File: src/rtl/serial_adder_pkg.sv
// Package: shared controller state type for the bit-serial adder.
// Assumes: nothing beyond standard SystemVerilog.
package serial_adder_pkg;

    // Controller states; binary encoded in three bits.
    typedef enum logic [2:0] {
        SA_IDLE  = 3'd0,   // waiting for a start request
        SA_FIRST = 3'd1,   // bit 0, uses the captured carry-in
        SA_STEP  = 3'd2,   // bits 1..WIDTH-1, use the stored carry
        SA_DONE  = 3'd3,   // result published, done high
        SA_HOLD  = 3'd4    // start still high after done; wait for release
    } sa_state_e;

endpackage

File: src/rtl/sa_shift_reg.sv
// Module: sa_shift_reg
// Parallel-load register that shifts right, taking a serial bit into the MSB.
// Assumes: load has priority over shift; both synchronous to clk.
module sa_shift_reg #(
    parameter int WIDTH = 4
) (
    input  logic             clk,
    input  logic             rst_n,
    input  logic             load,
    input  logic             shift,
    input  logic [WIDTH-1:0] din,
    input  logic             sin,
    output logic [WIDTH-1:0] q
);

    // Register update: clear, parallel load, or shift right by one.
    always_ff @(posedge clk) begin
        if (!rst_n) begin
            q <= '0;
        end else if (load) begin
            q <= din;
        end else if (shift) begin
            q <= {sin, q[WIDTH-1:1]};
        end
    end

endmodule

File: src/rtl/sa_full_adder.sv
// Module: sa_full_adder
// Single-bit full adder, purely combinational.
// Assumes: none.
module sa_full_adder (
    input  logic a,
    input  logic b,
    input  logic ci,
    output logic s,
    output logic co
);

    // Sum and carry of three one-bit inputs.
    always_comb begin
        s  = a ^ b ^ ci;
        co = (a & b) | (a & ci) | (b & ci);
    end

endmodule

File: src/rtl/sa_ctrl.sv
// Module: sa_ctrl
// Control unit: accepts start, sequences WIDTH bit steps, raises done,
// and blocks retriggering while start stays high.
// Assumes: WIDTH >= 2; start is synchronous to clk.
module sa_ctrl
    import serial_adder_pkg::*;
#(
    parameter int WIDTH = 4
) (
    input  logic clk,
    input  logic rst_n,
    input  logic start,
    output logic load,
    output logic shift,
    output logic first,
    output logic last,
    output logic done
);

    localparam int CW = (WIDTH > 2) ? $clog2(WIDTH) : 1;
    localparam logic [CW-1:0] LAST_IDX = CW'(WIDTH - 1);

    sa_state_e     state_q, state_d;
    logic [CW-1:0] bit_q;

    // Next-state and control decode.
    always_comb begin
        state_d = state_q;
        load    = 1'b0;
        shift   = 1'b0;
        first   = 1'b0;
        last    = 1'b0;
        done    = 1'b0;
        unique case (state_q)
            SA_IDLE: begin
                if (start) begin
                    load    = 1'b1;
                    state_d = SA_FIRST;
                end
            end
            SA_FIRST: begin
                shift   = 1'b1;
                first   = 1'b1;
                state_d = SA_STEP;
            end
            SA_STEP: begin
                shift = 1'b1;
                if (bit_q == LAST_IDX) begin
                    last    = 1'b1;
                    state_d = SA_DONE;
                end
            end
            SA_DONE: begin
                done    = 1'b1;
                state_d = start ? SA_HOLD : SA_IDLE;
            end
            SA_HOLD: begin
                if (!start) begin
                    state_d = SA_IDLE;
                end
            end
            default: state_d = SA_IDLE;
        endcase
    end

    // State register.
    always_ff @(posedge clk) begin
        if (!rst_n) begin
            state_q <= SA_IDLE;
        end else begin
            state_q <= state_d;
        end
    end

    // Bit-step counter: restarts on the first step, advances on later ones.
    always_ff @(posedge clk) begin
        if (!rst_n) begin
            bit_q <= '0;
        end else if (first) begin
            bit_q <= CW'(1);
        end else if (shift && !last) begin
            bit_q <= bit_q + CW'(1);
        end
    end

endmodule

File: src/rtl/serial_adder.sv
// Module: serial_adder (top)
// Bit-serial adder: captures operands on start, adds one bit per cycle
// through a single full adder, publishes sum/carry with a one-cycle done.
// Assumes: synchronous active-low reset; WIDTH >= 2.
module serial_adder #(
    parameter int WIDTH = 4
) (
    input  logic             clk,
    input  logic             rst_n,
    input  logic [WIDTH-1:0] op_a,
    input  logic [WIDTH-1:0] op_b,
    input  logic             carry_in,
    input  logic             start,
    output logic [WIDTH-1:0] sum,
    output logic             carry_out,
    output logic             done
);

    logic             load, shift, first, last;
    logic [WIDTH-1:0] a_q, b_q, res_q;
    logic             cin_q, carry_q;
    logic             fa_ci, fa_s, fa_co;
    logic [WIDTH-1:0] sum_q;
    logic             cout_q;

    sa_ctrl #(.WIDTH(WIDTH)) u_ctrl (
        .clk   (clk),
        .rst_n (rst_n),
        .start (start),
        .load  (load),
        .shift (shift),
        .first (first),
        .last  (last),
        .done  (done)
    );

    // Operand registers: loaded on acceptance, shifted right each step.
    sa_shift_reg #(.WIDTH(WIDTH)) u_a_reg (
        .clk(clk), .rst_n(rst_n), .load(load), .shift(shift),
        .din(op_a), .sin(1'b0), .q(a_q)
    );

    sa_shift_reg #(.WIDTH(WIDTH)) u_b_reg (
        .clk(clk), .rst_n(rst_n), .load(load), .shift(shift),
        .din(op_b), .sin(1'b0), .q(b_q)
    );

    // Result register: sum bits enter at the MSB and move toward bit 0.
    sa_shift_reg #(.WIDTH(WIDTH)) u_res_reg (
        .clk(clk), .rst_n(rst_n), .load(1'b0), .shift(shift),
        .din('0), .sin(fa_s), .q(res_q)
    );

    // Carry select: captured carry-in on the first step, stored carry later.
    always_comb begin
        fa_ci = first ? cin_q : carry_q;
    end

    sa_full_adder u_fa (
        .a  (a_q[0]),
        .b  (b_q[0]),
        .ci (fa_ci),
        .s  (fa_s),
        .co (fa_co)
    );

    // Captured carry-in.
    always_ff @(posedge clk) begin
        if (!rst_n) begin
            cin_q <= 1'b0;
        end else if (load) begin
            cin_q <= carry_in;
        end
    end

    // Running carry between bit steps.
    always_ff @(posedge clk) begin
        if (!rst_n) begin
            carry_q <= 1'b0;
        end else if (shift) begin
            carry_q <= fa_co;
        end
    end

    // Output registers: updated only on the final bit step.
    always_ff @(posedge clk) begin
        if (!rst_n) begin
            sum_q  <= '0;
            cout_q <= 1'b0;
        end else if (last) begin
            sum_q  <= {fa_s, res_q[WIDTH-1:1]};
            cout_q <= fa_co;
        end
    end

    always_comb begin
        sum       = sum_q;
        carry_out = cout_q;
    end

endmodule

File: config.mk
export PLATFORM = sky130hd
export DESIGN_NAME = serial_adder
export DESIGN_NICKNAME = d
export VERILOG_FILES = /design/src/rtl/serial_adder_pkg.sv /design/src/rtl/sa_shift_reg.sv /design/src/rtl/sa_full_adder.sv /design/src/rtl/sa_ctrl.sv /design/src/rtl/serial_adder.sv
export SDC_FILE = /design/constraint.sdc
export NUM_CORES = 1
export LEC_CHECK = 0
export ABC_AREA = 1
export BUFFER_PORTS_ARGS = -buffer_cell sky130_fd_sc_hd__buf_2
export CORE_MARGIN = 4
export CORE_UTILIZATION = 52
export CTS_CLUSTER_SIZE = 24
export DETAILED_ROUTE_END_ITERATION = 6
export GPL_TIMING_DRIVEN = 0
export PLACE_DENSITY_LB_ADDON = 0.25
export SYNTH_ARGS = -nofsm -noshare
export SYNTH_HDL_FRONTEND = slang
export SYNTH_SLANG_ARGS = --single-unit
File: constraint.sdc
create_clock -name clk -period 2.03 [get_ports clk]
set_input_delay 0.406 -clock clk [delete_from_list [all_inputs] [get_ports clk]]
set_output_delay 0.406 -clock clk [all_outputs]
set_load 0.02 [all_outputs]
# Yosys cells after proc, flatten, opt, wreduce, memory -nomap -nowiden
# Cells that the tools add are included.
[word_totals] ff_bits=24 input_bits=12 wordCells=54
[classes] add_sub_neg=1 eq_ne=8 n_mux=19 n_bitwise=8 reduce_logical=8
[ops] op="$mux 4" count=4
[ops] op="$pmux 3 s5" count=1
[ops] op="$mux 3" count=4
[ops] op="$mux 1" count=10
[ops] op="$eq 3x2->1 const B" count=2
[ops] op="$ne 2x2->1 const B" count=2
[ops] op="$reduce_bool 2->1" count=2
[ops] op="$reduce_or 2->1" count=2
[ops] op="$and 1x1->1" count=3
[ops] op="$eq 3x1->1 const B" count=1
[ops] op="$eq 3x3->1 const B" count=1
[ops] op="$logic_not 3->1" count=1
[ops] op="$reduce_and 3->1" count=1
[ops] op="$add 2x1->2 const B" count=1
[ops] op="$eq 2x2->1 const B" count=1
[ops] op="$ne 2x1->1 const B" count=1
[ops] op="$or 1x1->1" count=2
[ops] op="$xor 1x1->1" count=2
[ops] op="$logic_and 1x1->1" count=1
[ops] op="$logic_not 1->1" count=1
[ops] op="$not 1->1" count=1

# Logic depth before layout (Yosys ltp)
# Gate-level depths: netlist of run 1.
[depth] word_depth=7 ltp_mapped=8 depth_no_buf=7

# By module
# Synthesis of run 1 repeated with hierarchy kept, for this count alone.
[unflattened] hier_cells=176 area_unflattened_um2=1167.4
[modules_own_cells] mod="sa_shift_reg" n_inst=3 cells_each=31 area_each_um2=192.7 seq_area_each_um2=80.1
[modules_own_cells] mod="serial_adder" n_inst=1 cells_each=46 area_each_um2=295.3 seq_area_each_um2=140.1
[modules_own_cells] mod="sa_ctrl" n_inst=1 cells_each=36 area_each_um2=274.0 seq_area_each_um2=100.1
[modules_own_cells] mod="sa_full_adder" n_inst=1 cells_each=1 area_each_um2=20.0 seq_area_each_um2=0.0

# Worst setup path before layout of run 1
# No wires, ideal clock.
[synth_path] kind="register -> register" startpoint="reg u_ctrl.state_q[1]" endpoint="reg u_res_reg.q[3]" t_arrival_ns=1.534 required_time_ns=1.960 setup_slack_ns=0.426 stages_incl_launch_ff=7 path_cell_list="dfxtp_1 -> inv_2 -> nand3_2 -> buf_6 -> mux2i_1 -> fa_1 -> a21oi_1"
[synth_between] elab_chain_cells=4
[synth_lines] item="start: declaration" line="sa_ctrl.sv:23" source="sa_state_e state_q, state_d;"
[synth_lines] item="start signal: assignment" line="sa_ctrl.sv:71" source="state_q <= state_d;"
[synth_lines] item="$eq 3x1->1" line="sa_ctrl.sv:34" source="unique case (state_q)"
[synth_lines] item="$mux 1" line="sa_ctrl.sv:34"
[synth_lines] item="$mux 1" line="serial_adder.sv:56" source="fa_ci = first ? cin_q : carry_q;"
[synth_lines] item="$xor 1x1->1" line="sa_full_adder.sv:14" source="s = a ^ b ^ ci;"
[synth_lines] item="end signal: assignment" line="sa_shift_reg.sv:21" source="q <= din;"
[synth_lines] item="end signal: assignment" line="sa_shift_reg.sv:23" source="q <= {sin, q[WIDTH-1:1]};"
[synth_lines] item="end: declaration" line="sa_shift_reg.sv:13" source="output logic [WIDTH-1:0] q"
# Parallel ways exist; a longest one is shown, timed or not.
# A chain may end at the register's enable or synchronous reset.

# Final worst setup path of run 1
[layout_path] startpoint="reg u_ctrl.state_q[1]" endpoint="reg sum_q[3], in the netlist sum[3]"
[layout_between] elab_chain_cells=4
[layout_lines] item="$eq 3x1->1" line="sa_ctrl.sv:34"
[layout_lines] item="$mux 1" line="sa_ctrl.sv:34"
[layout_lines] item="$mux 1" line="serial_adder.sv:56"
[layout_lines] item="$xor 1x1->1" line="sa_full_adder.sv:14"
[layout_lines] item="end signal: assignment" line="serial_adder.sv:91" source="sum_q <= {fa_s, res_q[WIDTH-1:1]};"
[layout_lines] item="end: declaration" line="serial_adder.sv:23" source="logic [WIDTH-1:0] sum_q;"
# Parallel ways exist; a longest one is shown, timed or not.

==> results of run 1 <==
-- state kept, by name, indices dropped and copies added, names as in the netlist --
register / flops
sum: 4
u_a_reg.q: 4
u_b_reg.q: 4
u_ctrl.state_q: 3
u_res_reg.q: 3
u_ctrl.bit_q: 2
carry_out: 1
carry_q: 1
cin_q: 1
-- worst register-to-register path: cells and delay by family, from the launching register on --
kind                     cells  cell delay [ps]
flip-flops                   1              520
adder cells (fa/ha/maj)      1              460
buffers and inverters        2              240
multiplexers                 1              230
AND/OR/NAND/NOR              1              140
AO/OA/AOI/OAI                1              140
-- kinds of logic after synthesis --
kind of cell,count (synthesis),synth area share (%)
buf+inv,14,6.751
compound gates,25,12.34
flops,23,42.84
fa+ha+maj,2,3.027
simple gates,71,34.11
mux,1,0.9314
-- power groups by stage --
stage	clock network [mW]	logic, mW	registers, mW
finish	0.217	0.337	0.561
global route	0.240	0.387	0.571
CTS	0.225	0.339	0.561
detailed placement	0	0.337	0.571
global placement	0	0.325	0.568
floorplan	0	0.271	0.561
-- routing by layer --
layer  track usage [%]  vias to the layer above
met5                 0                        -
met3             2.817                        5
met2             31.22                       21
met1             22.74                      462
li1                  -                      494
met4             10.21                        0
-- worst paths after layout --
kind                                        start     end  slack, ps  depth (start not counted)
worst max-delay path            u_ctrl.state_q[1]  sum[3]        240                          6
worst min-delay path                     carry_in   cin_q        320                          3
worst max register to register  u_ctrl.state_q[1]  sum[3]        240                          6
worst min register to register     u_res_reg.q[1]  sum[0]        470                          2
-- final cells by class --
cell class                      count  area share, %
Clock inverter                      1         0.4115
Clock buffer                        3          1.852
Inverter                           10          3.086
Tap cell                           27          2.778
Multi-Input combinational cell     99          44.55
Buffer                              4          2.881
Sequential cell                    23          37.86
Timing Repair Buffer               16          6.584
-- cell usage after synthesis, drive strengths merged --
cell,n
nand2,34
nor2,14
o21ai,8
nand3,14
nor3,2
inv,10
buf,3
ha,1
clkbuf,1
mux2i,1
fa,1
a21oi,17
dfxtp,23
nand4,7
-- stage by stage --
stage | total power, mW | cells
4_1_cts | 1.125 | 183
2_1_floorplan | 0.8317 | 136
5_1_grt | 1.198 | 183
3_5_place_dp | 0.9078 | 179
3_3_place_gp | 0.8931 | 179
6_report | 1.115 | 183
==> impl_results.md, run 1 <==
* Status: finished clean
* Post-CTS setup buffers at 0
* Pwr Density at 916.8 nW/um^2
* First-pass DRT Iterations at 4
* Final hold vios at 0
* Critical Path Start Type: flip-flop
* Full die area at 2859 sq um
* Classification of the worst-slack hold path: in2reg
* Finished Cell Area at 1216 sq um
* Cell breakdown of the critical path: inv_2 -> nand3_2 -> buf_6 -> mux2i_1 -> fa_1 -> a21oi_1
* Nets at 171
* First-pass GRT wire length at 3.898 mm
* Met3 wire len at around 79 um
* Largest net degree at the start of global routing at 14
* Largest delay share family, worst path: flip-flops
* Clk pin slew, worst setup/hold paths at 130 ps
* Clk buf depth at 2
* Max Fclk at 0.5581 GHz
* Filler Cells Inserted at 204
* Area after DPL at 1189 sq um
* Commonest non-fill, non-tap cells in the layout: 31 x nand2_1, 23 x dfxtp_1, 17 x buf_2, 15 x a21oi_1, 12 x nand3_1
* Slew Viols, Final at 0
* Post-layout util at 61.99%
* Vias per cell at 5.366
* Initial DRC count at 9
* Worst skew pair latency at about 320 ps
* N_diodes at 0
* Fin crit period at 1792 ps
* Sequential Power Share at 50.3%
* Worst IR Drop VDD at 0.5143 mV
* Avg Inst Size Synth at ~7.9 sq um
* Switching share of power at 36.01%
* Flops & latches, synth at 23
* Metal-1 WL at 956 um
* Required time worst endpoint at 2290 ps
* Gpl congestion at ~0.77
* Syn Inst Count at 136
* Post-cts resize count at 0
* IO buf count at 16
* Final ANT Viol Nets at 0
* Worst setup path class: reg2reg
* Die Wd at 53.47 um
* Top cell type's share of synthesized area at 42.84%
* Slew HR at 75.19%
* Unique masters post-synth at 24
* Crit-path max FO at 10
* Net switching power at 0.4015 mW
* Row cnt at 16
* WL/cell at approximately 12 um
* Crit end category: flip-flop
* Tightest Pin Transition at 372.1 ps
* Area contributors post-synth: dfxtp_1 43%, nand2_1 11%, a21oi_1 7.0%, nand3_1 5.6%, nand4_1 4.1%
* Area grow syn2layout at 13.16%
* Via Count at between 900 and 1k
* Final WS setup at 238.2 ps
* Pre-CTS setup slack at 278.9 ps
* Max-cap violations at 0
* GR Util All Layers at 18.75%
* Grt ovf at 0
* Cell taking the most area after synthesis: dfxtp_1
* Critical Path Max Stage Delay at approximately 520 ps
* Vias in the first global route at approximately 900
* Period utilisation layout at between 80% and 90%
* Fraction of layout cells with a size suffix above 1 at 24.36%
* H-Tree Depth at 1
* CTS tree: done
* Cts-stage hold buffer count at 0
* Commonest non-fill, non-tap cell in the layout: nand2_1
* Initial antenna violation count at 0
* Register Area at 460.4 sq um
* TritonCTS Buffers at 3
* Clock power frac at 19.5%
* Fin Hold WS at about 320 ps
* Initial Utilization at 54.78%
* Clk_skew at 3.226 ps
* Met2 WL post-DR at 1.047 mm
* Highest routed layer: met4
* Final HPWL DP at 1.585 mm
* Post-synthesis net count at 150
* Register area share after synthesis at 42.84%
* Final setup vio count at 0
* Synth Warn # at 0
* Setup TNS at 0 ps
* DRC viols at 0
* Logic pwr share at 30.2%
* Worst Path Buf+Inv at 2
* RSZ-0062 raised after global routing: no
* Core area at 1962 sq um
* Internal power at around 0.71 mW
* Crit-path slowest cell: dfxtp_1
* Top Ports at 18
* Arrival time at the worst endpoint at 2050 ps
* Leakage at 0.5298 nW
* Routed WL at about 2.1 mm
* Sink Count at 23
* Root buf cell: clkbuf_4
* Cell area after synthesis at 1075 sq um
* Die Span Y at 53.47 um
* Area of the multi-input gates at 541.8 sq um
Power figures use the tool's default switching activity.
==> run 2, diff against run 1 <==
- BUFFER_PORTS_ARGS: -buffer_cell sky130_fd_sc_hd__buf_2 -> -buffer_cell sky130_fd_sc_hd__buf_4
- CORE_ASPECT_RATIO: not set -> 0.75
==> run 2 against run 1 <==
Clock power decreased by 2%. Setup slack got worse by 12 ps. Via count up 0.31%. Maximum frequency shrank 0.68%. First-iteration DRC count grew to 6.3 times the previous value. Non-clock buffer count unchanged. Critical endpoint unchanged.
==> impl_results.md, run 2 (synthesized netlist as in run 1, its figures left out) <==
* Status: finished clean
* First-pass GRT wire length at 3.588 mm (-8.0%)
* Commonest non-fill, non-tap cell in the layout: nand2_1
* Crit-path slowest cell: dfxtp_1
* Crit end category: flip-flop
* Vias in the first global route at 844 (-8.5%)
* Period utilisation layout at 88.87% (+0.61 points)
* Area after DPL at 1222 sq um (+2.8%)
* Root buf cell: clkbuf_4
* Finished Cell Area at 1250 sq um (+2.8%)
* Fin crit period at 1804 ps (+12.30 ps)
* Max Fclk at 0.5543 GHz (-0.68%)
* Slew Viols, Final at 0 (unchanged)
* Register Area at 460.4 sq um (unchanged)
* Via Count at 985 (+0.31%)
* Final hold vios at 0 (unchanged)
* Area grow syn2layout at 16.30%
* Initial DRC count at 57 (+48)
* Area of the multi-input gates at 541.8 sq um (unchanged)
* Post-cts resize count at 0 (unchanged)
* Clk buf depth at 2 (unchanged)
* Final setup vio count at 0 (unchanged)
* Slew HR at 76.35% (+1.2 points)
* Leakage at 0.5377 nW (+1.5%)
* Post-CTS setup buffers at 0 (unchanged)
* Clk_skew at 4.648 ps (+1.422 ps)
* Initial antenna violation count at 0 (unchanged)
* WL/cell at 12.54 um (+7.5%)
* Cell breakdown of the critical path: inv_2 -> nand3_2 -> buf_6 -> mux2i_1 -> fa_1 -> a21oi_1
* First-pass DRT Iterations at 5 (+1)
* IO buf count at 16 (unchanged)
* Worst IR Drop VDD at 0.5642 mV (+9.7%)
* Max-cap violations at 0 (unchanged)
* TritonCTS Buffers at 3 (unchanged)
* Initial Utilization at 58.48% (+3.7 points)
* Grt ovf at 0 (unchanged)
* N_diodes at 0 (unchanged)
* Die Span Y at 47.37 um (-11%)
* Classification of the worst-slack hold path: in2reg
* Nets at 171 (unchanged)
* Arrival time at the worst endpoint at 2060 ps (about the same)
* Top Ports at 18 (unchanged)
* Fraction of layout cells with a size suffix above 1 at 24.36% (unchanged)
* Die Wd at 60.50 um (+13%)
* Gpl congestion at 0.7571 (-2.1%)
* Vias per cell at 5.534 (+3.1%)
* Setup TNS at 0 ps (unchanged)
* RSZ-0062 raised after global routing: no
* Cts-stage hold buffer count at 0 (unchanged)
* Core area at 1838 sq um (-6.3%)
* Worst skew pair latency at 310 ps (about the same)
* Clk pin slew, worst setup/hold paths at 130 ps (about the same)
* Required time worst endpoint at 2280 ps (about the same)
* CTS tree: done
* Pwr Density at 895.1 nW/um^2 (-2.4%)
* Sink Count at 23 (unchanged)
* Critical Path Start Type: flip-flop
* Largest delay share family, worst path: flip-flops
* Tightest Pin Transition at 354.7 ps (-17.40 ps)
* DRC viols at 0 (unchanged)
* Row cnt at 13 (-3)
* Largest net degree at the start of global routing at 14 (unchanged)
* Filler Cells Inserted at 149 (-27%)
* Routed WL at 2.232 mm (+4.5%)
* Non-filler instance count after layout at 178 (-2.7%)
* Commonest non-fill, non-tap cells in the layout: 31 x nand2_1, 23 x dfxtp_1, 16 x buf_4, 15 x a21oi_1, 12 x nand3_1
* GR Util All Layers at 16.80% (-1.9 points)
* Placed instance count at 174 (-2.8%)
* H-Tree Depth at 1 (unchanged)
* Final HPWL DP at 1.688 mm (+6.6%)
* Crit-path max FO at 10 (unchanged)
* Full die area at 2866 sq um (+0.25%)
* Worst Path Buf+Inv at 2 (unchanged)
* Fin Hold WS at 322.5 ps (+5.806 ps)
* Critical Path Max Stage Delay at 520 ps (about the same)
* Worst setup path class: reg2reg
* Final ANT Viol Nets at 0 (unchanged)
==> run 2: where the power goes <==
group | switching [mW] | internal [mW]
sequential | 0.0485 | 0.514
combinational | 0.213 | 0.132
clock | 0.139 | 0.0737
total | 0.400 | 0.719
==> run 2: worst register-to-register path: cells and delay by family, from the launching register on <==
kind,cells,cell delay (ps)
compound gates,1,150
flops,1,520
fa+ha+maj,1,450
mux,1,230
buf+inv,2,250
simple gates,1,140
==> run 2: final cells by class <==
class | count | share of cell area, %
multi-input combinational | 99 | 43.34
sequential | 23 | 36.84
timing repair buffer | 16 | 9.610
inverter | 10 | 3.003
buffer | 4 | 2.803
tap | 22 | 2.202
clock buffer | 3 | 1.802
clock inverter | 1 | 0.4004
==> run 2: layer usage <==
| metal | vias to the layer above | global-route usage (%) | wire [um] |
|---|---|---|---|
| met3 | 0 | 6.593 | 156 |
| li1 | 497 | - | - |
| met4 | 0 | 3.463 | 0 |
| met1 | 444 | 20.99 | 989 |
| met2 | 44 | 28.02 | 1087 |
| met5 | - | 0 | 0 |
==> run 2: per-stage QoR <==
step           power (mW)  worst slack (ps)  utilization [%]
2_1_floorplan      0.8317             426.5                -
3_3_place_gp       0.8972             319.6            66.51
3_5_place_dp       0.9126             259.5            66.51
4_1_cts             1.125             244.6            68.01
5_1_grt             1.194             88.98            68.01
6_report            1.119             225.9            68.01
==> run 2: worst paths after layout <==
check | end | cells past startpoint | from | slack, ps
max | sum[3] | 6 | u_ctrl.state_q[1] | 230
min | cin_q | 3 | carry_in | 320
max reg2reg | sum[3] | 6 | u_ctrl.state_q[1] | 230
min reg2reg | sum[1] | 2 | sum[1] | 470
==> run 3, diff against run 2 <==
- GPL_TIMING_DRIVEN: 0 -> not set
==> run 3 against run 2 <==
Power decreased by 1.1%. Critical endpoint is now done. Final cell count decreased by 1.1%. Utilization fell by 1.2 points. Final area fell by 1.7%.
==> impl_results.md, run 3 (synthesized netlist as in run 1, its figures left out) <==
* Cts-stage hold buffer count at 0 (unchanged)
* Die Span Y at 47.37 um (unchanged)
* Register Area at 460.4 sq um (unchanged)
* Gpl congestion at 0.7402 (-2.2%)
* H-Tree Depth at 1 (unchanged)
* Area grow syn2layout at 14.32%
* Die Wd at 60.50 um (unchanged)
* HP Start: carry_in
* Routed WL at 2.248 mm (+0.72%)
* Initial DRC count at 44 (-23%)
* Vias in the first global route at 877 (+3.9%)
* Fraction of layout cells with a size suffix above 1 at 23.38% (-0.98 points)
* FF-to-FF Start: u_ctrl.state_q[1]
* Clk pin slew, worst setup/hold paths at 120 ps (about the same)
* Largest net degree at the start of global routing at 17 (+3)
* Crit-path max FO at 4 (-6)
* CTS tree: done
* Classification of the worst-slack hold path: in2reg
* Crit end category: output pin
* First-pass DRT Iterations at 4 (-1)
* Top Ports at 18 (unchanged)
* CP startpoint: u_ctrl.state_q[0]
* TritonCTS Buffers at 3 (unchanged)
* Pwr Density at 900.8 nW/um^2 (+0.63%)
* R2R setup slack at 490 ps (+260 ps)
* Row cnt at 13 (unchanged)
* Worst setup path class: reg2out
* Arrival time at the worst endpoint at 1320 ps (-740 ps)
* GR Util All Layers at 18.04% (+1.2 points)
* Fin Hold WS at 327.6 ps (+5.164 ps)
* Final ANT Viol Nets at 0 (unchanged)
* Fin crit period at 1728 ps (-76.06 ps)
* DRC viols at 0 (unchanged)
* Final HPWL DP at 1.651 mm (-2.2%)
* Reg-to-Reg End: sum[3]
* Sink Count at 23 (unchanged)
* IO buf count at 17 (+1)
* Clk buf depth at 2 (unchanged)
* First-pass GRT wire length at 3.788 mm (+5.6%)
* Area of the multi-input gates at 541.8 sq um (unchanged)
* Critical Path End: done
* Clk_skew at 7.005 ps (+2.356 ps)
* Commonest non-fill, non-tap cells in the layout: 31 x nand2_1, 23 x dfxtp_1, 18 x buf_4, 15 x a21oi_1, 12 x nand3_1
* Initial antenna violation count at 0 (unchanged)
* Final hold vios at 0 (unchanged)
* Slew Viols, Final at 0 (unchanged)
* Period utilisation layout at 85.13% (-3.7 points)
* Required time worst endpoint at 1620 ps (-660 ps)
* Final setup vio count at 0 (unchanged)
* Via Count at 975 (-1.0%)
* Tightest Pin Transition at 497.6 ps (+142.9 ps)
* Initial Utilization at 58.48% (unchanged)
* Commonest non-fill, non-tap cell in the layout: nand2_1
* Grt ovf at 0 (unchanged)
* Filler Cells Inserted at 172 (+15%)
* N_diodes at 0 (unchanged)
* Max-cap violations at 0 (unchanged)
* Post-cts resize count at 0 (unchanged)
* Root buf cell: clkbuf_4
* RSZ-0062 raised after global routing: no
* Status: finished clean
* Vias per cell at 5.540 (+0.11%)
* Max Fclk at 0.5787 GHz (+4.4%)
* Post-CTS setup buffers at 0 (unchanged)
* Leakage at 0.5256 nW (-2.3%)
* Critical Path Start Type: flip-flop
* Core area at 1838 sq um (unchanged)
* WL/cell at 12.77 um (+1.9%)
* Worst skew pair latency at 320 ps (about the same)
* R2R cell count at 5 (-1)
* Setup TNS at 0 ps (unchanged)
* Slew HR at 66.79% (-9.6 points)
* Nets at 169 (-1.2%)
* Worst IR Drop VDD at 0.5315 mV (-5.8%)
* Full die area at 2866 sq um (unchanged)
run 3: cell types whose count changed in the layout (fill, tap and decap cells not counted):
cell	change
buf_4	+2
buf_2	-1
buf_6	-1
buf_8	-1
clkinv_2	-1
run 3: final cells by class:
class	instances	area share [%]
Multi-Input combinational cell	99	44.09
Tap cell	22	2.240
Inverter	10	3.055
Clock buffer	4	2.138
Sequential cell	23	37.47
Timing Repair Buffer	18	11.00
run 3: critical path, stage by stage (launching register included):
cell,delay (ps)
dfxtp_1,490
inv_1,70
nor3_1,250
buf_4,200
run 3: through the flow:
stage	power (mW)	instance area, sq um	setup slack, ps	instances	util, %
5_1_grt	1.185	1229	171.2	176	66.85
3_5_place_dp	0.9027	1202	511.1	172	65.42
4_1_cts	1.114	1229	304.6	176	66.85
6_report	1.107	1229	301.9	176	66.85
2_1_floorplan	0.8317	1075	426.5	136	-
3_3_place_gp	0.8867	1202	567.2	172	65.42
run 3: report_power, final:
part           internal [mW]  switching [mW]
registers              0.514          0.0488
logic                  0.121           0.210
clock network         0.0769           0.137
run 3: worst min-delay path by stage:
stage	to	depth (start not counted)	slack, ps
after floorplan	sum[0]	2	440
after global placement	sum[0]	2	450
after detailed placement	sum[1]	2	460
after CTS	cin_q	3	340
after global routing	cin_q	3	340
final	cin_q	3	330
run 3: per-layer routing:
layer | GRT usage (%) | wire length, um
met4 | 6.494 | 25
met2 | 31.25 | 1061
met1 | 21.84 | 1001
met3 | 4.945 | 159
met5 | 0 | 0
